===== config.mk =====
export PLATFORM = sky130hd
export DESIGN_NAME = scan_hold_chain
export DESIGN_NICKNAME = d
export VERILOG_FILES = /design/src/rtl/shc_pkg.sv /design/src/rtl/shc_cell.sv /design/src/rtl/shc_hold_reg.sv /design/src/rtl/scan_hold_chain.sv
export SDC_FILE = /design/constraint.sdc
export NUM_CORES = 1
export LEC_CHECK = 0
export BUFFER_PORTS_ARGS = -buffer_cell sky130_fd_sc_hd__buf_2
export CAP_MARGIN = 20
export CORE_AREA = 2 2 39 41
export DETAILED_ROUTE_END_ITERATION = 12
export DIE_AREA = 0 0 41 43
export MAX_ROUTING_LAYER = met4
export PLACE_DENSITY = 0.76
export SLEW_MARGIN = 20
export SYNTH_ARGS = -nofsm -noshare
export SYNTH_HDL_FRONTEND = slang
export SYNTH_SLANG_ARGS = --single-unit

===== constraint.sdc =====
create_clock -name clk -period 1 [get_ports clk]
set_input_delay 0.1 -clock clk [delete_from_list [all_inputs] [get_ports clk]]
set_output_delay 0.1 -clock clk [all_outputs]
set_load 0.005 [all_outputs]

===== src/rtl/shc_pkg.sv =====
package shc_pkg;

    // Control bundle applied to every cell on a clock edge.
    typedef struct packed {
        logic shift;   // 1: take serial input, 0: take functional input
        logic freeze;  // 1: functional output keeps its value
    } shc_ctrl_t;

    // Value a cell stores at the next edge.
    function automatic logic cell_next(input shc_ctrl_t c,
                                       input logic func_bit,
                                       input logic ser_bit);
        return c.shift ? ser_bit : func_bit;
    endfunction

    // Value a functional output register stores at the next edge.
    function automatic logic hold_next(input shc_ctrl_t c,
                                       input logic cur,
                                       input logic fresh);
        return c.freeze ? cur : fresh;
    endfunction

endpackage


===== src/rtl/shc_cell.sv =====
module shc_cell
    import shc_pkg::*;
(
    input  logic       clk,
    input  logic       rst,
    input  shc_ctrl_t  ctrl,
    input  logic       func_in,
    input  logic       ser_in,
    output logic       nxt,
    output logic       ser_out
);
    logic state_q;

    always_comb nxt = cell_next(ctrl, func_in, ser_in);

    always_ff @(posedge clk) begin
        if (rst) state_q <= 1'b0;
        else     state_q <= nxt;
    end

    assign ser_out = state_q;
endmodule


===== src/rtl/shc_hold_reg.sv =====
module shc_hold_reg
    import shc_pkg::*;
(
    input  logic       clk,
    input  logic       rst,
    input  shc_ctrl_t  ctrl,
    input  logic       fresh,
    output logic       q_out
);
    logic held_q;

    always_ff @(posedge clk) begin
        if (rst) held_q <= 1'b0;
        else     held_q <= hold_next(ctrl, held_q, fresh);
    end

    assign q_out = held_q;
endmodule


===== src/rtl/scan_hold_chain.sv =====
module scan_hold_chain
    import shc_pkg::*;
#(
    parameter int CHAIN_LEN = 8
) (
    input  logic                 clk,
    input  logic                 rst,
    input  logic                 scan_en,
    input  logic                 hold_en,
    input  logic                 scan_in,
    input  logic [CHAIN_LEN-1:0] par_d,
    output logic [CHAIN_LEN-1:0] par_q,
    output logic                 scan_out
);
    localparam int LAST = CHAIN_LEN - 1;

    shc_ctrl_t              ctrl;
    logic [CHAIN_LEN-1:0]   ser;   // internal contents of each cell
    logic [CHAIN_LEN-1:0]   nxt;   // value each cell loads next edge
    logic [CHAIN_LEN:0]     link;  // serial links, link[0] = scan_in

    always_comb begin
        ctrl.shift  = scan_en;
        ctrl.freeze = hold_en;
    end

    assign link[0] = scan_in;

    for (genvar i = 0; i < CHAIN_LEN; i++) begin : g_cell
        shc_cell cell_i (
            .clk     (clk),
            .rst     (rst),
            .ctrl    (ctrl),
            .func_in (par_d[i]),
            .ser_in  (link[i]),
            .nxt     (nxt[i]),
            .ser_out (ser[i])
        );
        assign link[i+1] = ser[i];

        shc_hold_reg hold_i (
            .clk   (clk),
            .rst   (rst),
            .ctrl  (ctrl),
            .fresh (nxt[i]),
            .q_out (par_q[i])
        );
    end

    assign scan_out = link[LAST+1];
endmodule


[After elaboration in Yosys (flattened, before gate mapping)]
Index checks and enable logic that the tools add are counted.
Cells by class
  add/sub/neg operators: 0
  $mul: 0
  divide/modulo/power cells: 0
  $lt $le $gt $ge: 0
  equality and inequality tests: 0
  shift operators: 0
  mux-type cells: 8
  bitwise logic cells: 0
  reduce and logical (&&, ||, !) cells: 0
Operator list (number)
  2-to-1 mux 1 bit: 8
Word-level totals
  bits in registers: 16
  latch bits: 0
  memory bits (writable): 0
  bits in read-only memories: 0
  input bits: 13
  output and inout bits: 9
  word-level logic and storage cells: 24
  memories kept: 0

[Logic depth before layout (Yosys ltp)]
  depth after elaboration: 1
  mapped depth: 3
  gate-level depth less buffers: 2

[Cells and area by module]
Synthesis repeated with hierarchy kept, for this count alone.
Unflattened totals
  cells, all modules: 48
  area, all modules: 660.6 sq um
By module, submodules not included
  shc_cell: instances 8, cells each 3, area each 48.8 sq um, sequential area each 20.0 sq um
  shc_hold_reg: instances 8, cells each 3, area each 33.8 sq um, sequential area each 20.0 sq um

[Worst setup path before layout]
No wires, ideal clock.
  path type: input-to-reg
  start point: input rst
  end point: register g_cell[0].hold_i.held_q
  setup time: 0.125 ns
  data arrival time: 0.549 ns
  required time: 0.875 ns
  setup slack: 0.325 ns
  stages on the path: 3
  buffers on the path: 2
  path through: clkbuf_1 buf_2 a211oi_1
RTL lines
  start: declaration: line scan_hold_chain.sv:7  | input logic rst,
  end signal: assignment: line shc_hold_reg.sv:14  | else held_q <= hold_next(ctrl, held_q, fresh);
  end: declaration: line shc_hold_reg.sv:10  | logic held_q;
No word-level cell between the ends.

[Final worst setup path]
  start point: register g_cell[7].hold_i.held_q
  end point: output par_q[7]
RTL lines
  start: declaration: line shc_hold_reg.sv:10
  start signal: assignment: line shc_hold_reg.sv:14
  end: declaration: line scan_hold_chain.sv:12  | output logic [CHAIN_LEN-1:0] par_q,
No word-level cell between the ends.

==> out/results.tsv <==
metric	value	unit
result of the run	finished, final reports clean	
mux cell area share after synthesis	12.8	%
floorplan core area	1380	µm²
origin of the critical flop-to-flop path	g_cell[5].cell_i.ser_out$_SDFF_PP0_	
Worst R2R End	g_cell[6].hold_i.q_out$_SDFFE_PP0N_	
Post CTS Setup Buffer Count	0	
required time of the critical path	0.90	ns
combinational family with the most area after synthesis	buffers and inverters	
Critical Path, Cell by Cell	buf_2	
Yosys warning total	0	
Worst-Skew Late Latency	0.27	ns
Compound-Gate Fraction of Synth Area	9.62	%
post-cts resize count	0	
HPWL after DPL	738	µm
register-to-register path setup slack	0.26	ns
count of cells along the worst hold path	3	
portion of total power attributed to combinational logic	12.1	%
CTS tree	built	
worst hold slack after final layout	0.0776	ns
Port-buffer cells	21	
post-synthesis share of cell area spent on xor and xnor gates	0	%
Total Routed Length	967	µm
Hold Buf Count CTS	0	
switching power	0.000262	W
buffers and inverters on the worst path	1	
initial standard-cell utilization of the core	45.1	%
TNS Setup	0	ns
max-slew violation total from the final report	0	
fmax	1.22	GHz
maximum fanout count along the critical path	2	
detailed-route via count	407	
unique cell type count in the Yosys netlist	10	
antenna violations before repair	0	
Worst setup EP type	output port	
Max Cap Viol	0	
Crit path depth	1	
post-detailed-route wirelength per cell	10.9	µm
Pleak	0.333	nW
clock slew at the register clock pins of the worst setup and hold paths	0.08	ns
share of synthesized cell area in full adder, half adder and majority cells	0	%
number of global-route vias before repair	383	
clock power share	27.7	%
met3 GRT Util	1.57	%
residual DRC count	0	
Period minus WS final	0.821	ns
count of antenna diodes in the layout	0	
global router's overall resource usage	13.4	%
Sink Count	16	
switching fraction of total power	22.8	%
area fraction in and, or, nand and nor cells after synthesis	12.8	%
register area share after synthesis	51.3	%
setup repair after global routing missed its margin	no	
slowest CP cell	sky130_fd_sc_hd__dfxtp_1	
cell type group with the largest total delay on the critical path	flip-flops	
number of hold violations in the final report	0	
worst max-slew margin expressed relative to the limit	81.5	%
number of setup violations in the final report	0	
Detail Route Antenna Nets	0	
cells on worst reg2reg path	2	
fraction of final layout cells with drive strength greater than 1	34.2	%
GPL Wtd Cong	0.752	
launching element type of the critical path	flip-flop	
maximum root-to-sink buffer count	2	
maximum ir drop on the vdd rail	728	µV
GRT Residual Overflow	0	
Worst Setup SP	g_cell[7].hold_i.q_out$_SDFFE_PP0N_	
post-synth net total	73	
power per cell area	1660	nW/µm²
DIE AREA	1760	µm²
number of cells produced by synthesis	60	
clock buffer count from CTS	3	
number of standard-cell rows in the floorplan	14	
vertical extent of the die	43	µm
GRT met1 Usage	19.8	%
count of state elements after synthesis	16	
critical path endpoint	par_q[7]	
Max H-tree Level	1	
actual transition at the worst max-transition pin	0.277	ns
Clock Root Buffer	sky130_fd_sc_hd__clkbuf_4	
critical path start-end classification	flip-flop to output port	
Detailed Route Iter0 Violations	2	
number of nets in the final layout	88	
number of iterations in the first detailed-routing pass	4	
cell-internal power	0.000889	W
worst hold path class	primary input to flip-flop	
width of the die	41	µm
global-route wire length before repair	1570	µm
mean cell area of the mapped netlist	10.4	µm²
synth-to-layout area growth	10.8	%
CP max stage delay	0.34	ns
Top Usage Layer GRT	met1	
Flop pwr share	60.2	%
largest net degree at the start of global routing	17	
Boundary Pins	22	
worst path arrival time	0.72	ns
period utilisation layout	82.1	%
final standard cell utilization of the core	50.0	%
Fillers	131	
via density per instance	4.57	
Setup Skew	0.00229	ns
post-synth design cell area	624	µm²
global-route met2 utilization	15.9	%
-- state kept, by name (all words and copies together) (netlist names) --
| register | flops |
|---|---|
| g_cell.hold_i.q_out | 8 |
| g_cell.cell_i.ser_out | 8 |
-- power groups by stage --
| stage | logic [W] | clock network [W] | registers [W] |
|---|---|---|---|
| CTS | 0.000141 | 0.000333 | 0.000694 |
| global route | 0.000157 | 0.000361 | 0.000700 |
| detailed placement | 0.000141 | 0 | 0.000709 |
| global placement | 0.000139 | 0 | 0.000707 |
| floorplan | 0.000115 | 0 | 0.000707 |
| finish | 0.000139 | 0.000318 | 0.000693 |
-- per-stage QoR --
| step | instances | setup slack (ns) | cell area (µm²) | total power, W |
|---|---|---|---|---|
| after CTS | 89 | 0.164 | 692 | 0.00117 |
| after floorplan | 60 | 0.325 | 624 | 0.000822 |
| after global routing | 89 | 0.114 | 692 | 0.00122 |
| after global placement | 86 | 0.180 | 669 | 0.000846 |
| after detailed placement | 86 | 0.136 | 669 | 0.000849 |
| final | 89 | 0.179 | 692 | 0.00115 |
-- routing by layer --
layer  share of wire (%)  up-vias
li1                    -      221
met2                  45        9
met5                   0        -
met4                   0        0
met3                 2.8        0
met1                  52      177
-- how the worst min path moves through the flow --
stage / slack [ns] / end / from
after floorplan: 0.26 / g_cell[0].cell_i.ser_out$_SDFF_PP0_ / par_d[0]
after global placement: 0.36 / g_cell[7].cell_i.ser_out$_SDFF_PP0_ / par_d[7]
after detailed placement: 0.37 / g_cell[7].cell_i.ser_out$_SDFF_PP0_ / par_d[7]
after CTS: 0.07 / g_cell[7].cell_i.ser_out$_SDFF_PP0_ / par_d[7]
after global routing: 0.08 / g_cell[1].cell_i.ser_out$_SDFF_PP0_ / par_d[1]
final: 0.08 / g_cell[7].cell_i.ser_out$_SDFF_PP0_ / par_d[7]
-- kinds of logic (layout without fill, tap and decap cells) --
kind of cell           count (synthesis)  in the layout
and+or+nand+nor                       16             16
AOI/OAI and AO/OA                      8              8
DFF                                   16             16
muxes                                  8              8
buffers and inverters                 12             25
-- Yosys cell counts --
cell type                  instances  share of area, %
sky130_fd_sc_hd__nor2_1            8               4.8
sky130_fd_sc_hd__buf_6             1               1.8
sky130_fd_sc_hd__inv_2             1              0.60
sky130_fd_sc_hd__nor2b_1           8               8.0
sky130_fd_sc_hd__buf_2             1              0.80
sky130_fd_sc_hd__clkbuf_1          1              0.60
sky130_fd_sc_hd__dfxtp_1          16                51
sky130_fd_sc_hd__mux2i_1           8                13
sky130_fd_sc_hd__a211oi_1          8               9.6
sky130_fd_sc_hd__buf_4             8               9.6
-- cell usage in the layout, fill, tap and decap left out --
cell type                  instances
sky130_fd_sc_hd__a211oi_1          8
sky130_fd_sc_hd__buf_2            21
sky130_fd_sc_hd__clkbuf_4          3
sky130_fd_sc_hd__dfxtp_1          16
sky130_fd_sc_hd__inv_2             1
sky130_fd_sc_hd__mux2i_1           8
sky130_fd_sc_hd__nor2_1            8
sky130_fd_sc_hd__nor2b_1           8
-- layout make-up --
type	count	area [µm²]	area share [%]
Multi-Input combinational cell	32	220	31.8
Inverter	1	3.75	0.542
Sequential cell	16	320	46.3
Tap cell	16	20.0	2.89
Clock buffer	3	22.5	3.25
Timing Repair Buffer	21	105	15.2
-- worst reg2reg max path, stage by stage (launching register included) --
cell,delay [ns]
sky130_fd_sc_hd__dfxtp_1,0.31
sky130_fd_sc_hd__mux2i_1,0.09
sky130_fd_sc_hd__a211oi_1,0.25
Note: power is estimated with default switching activity, not from simulation.
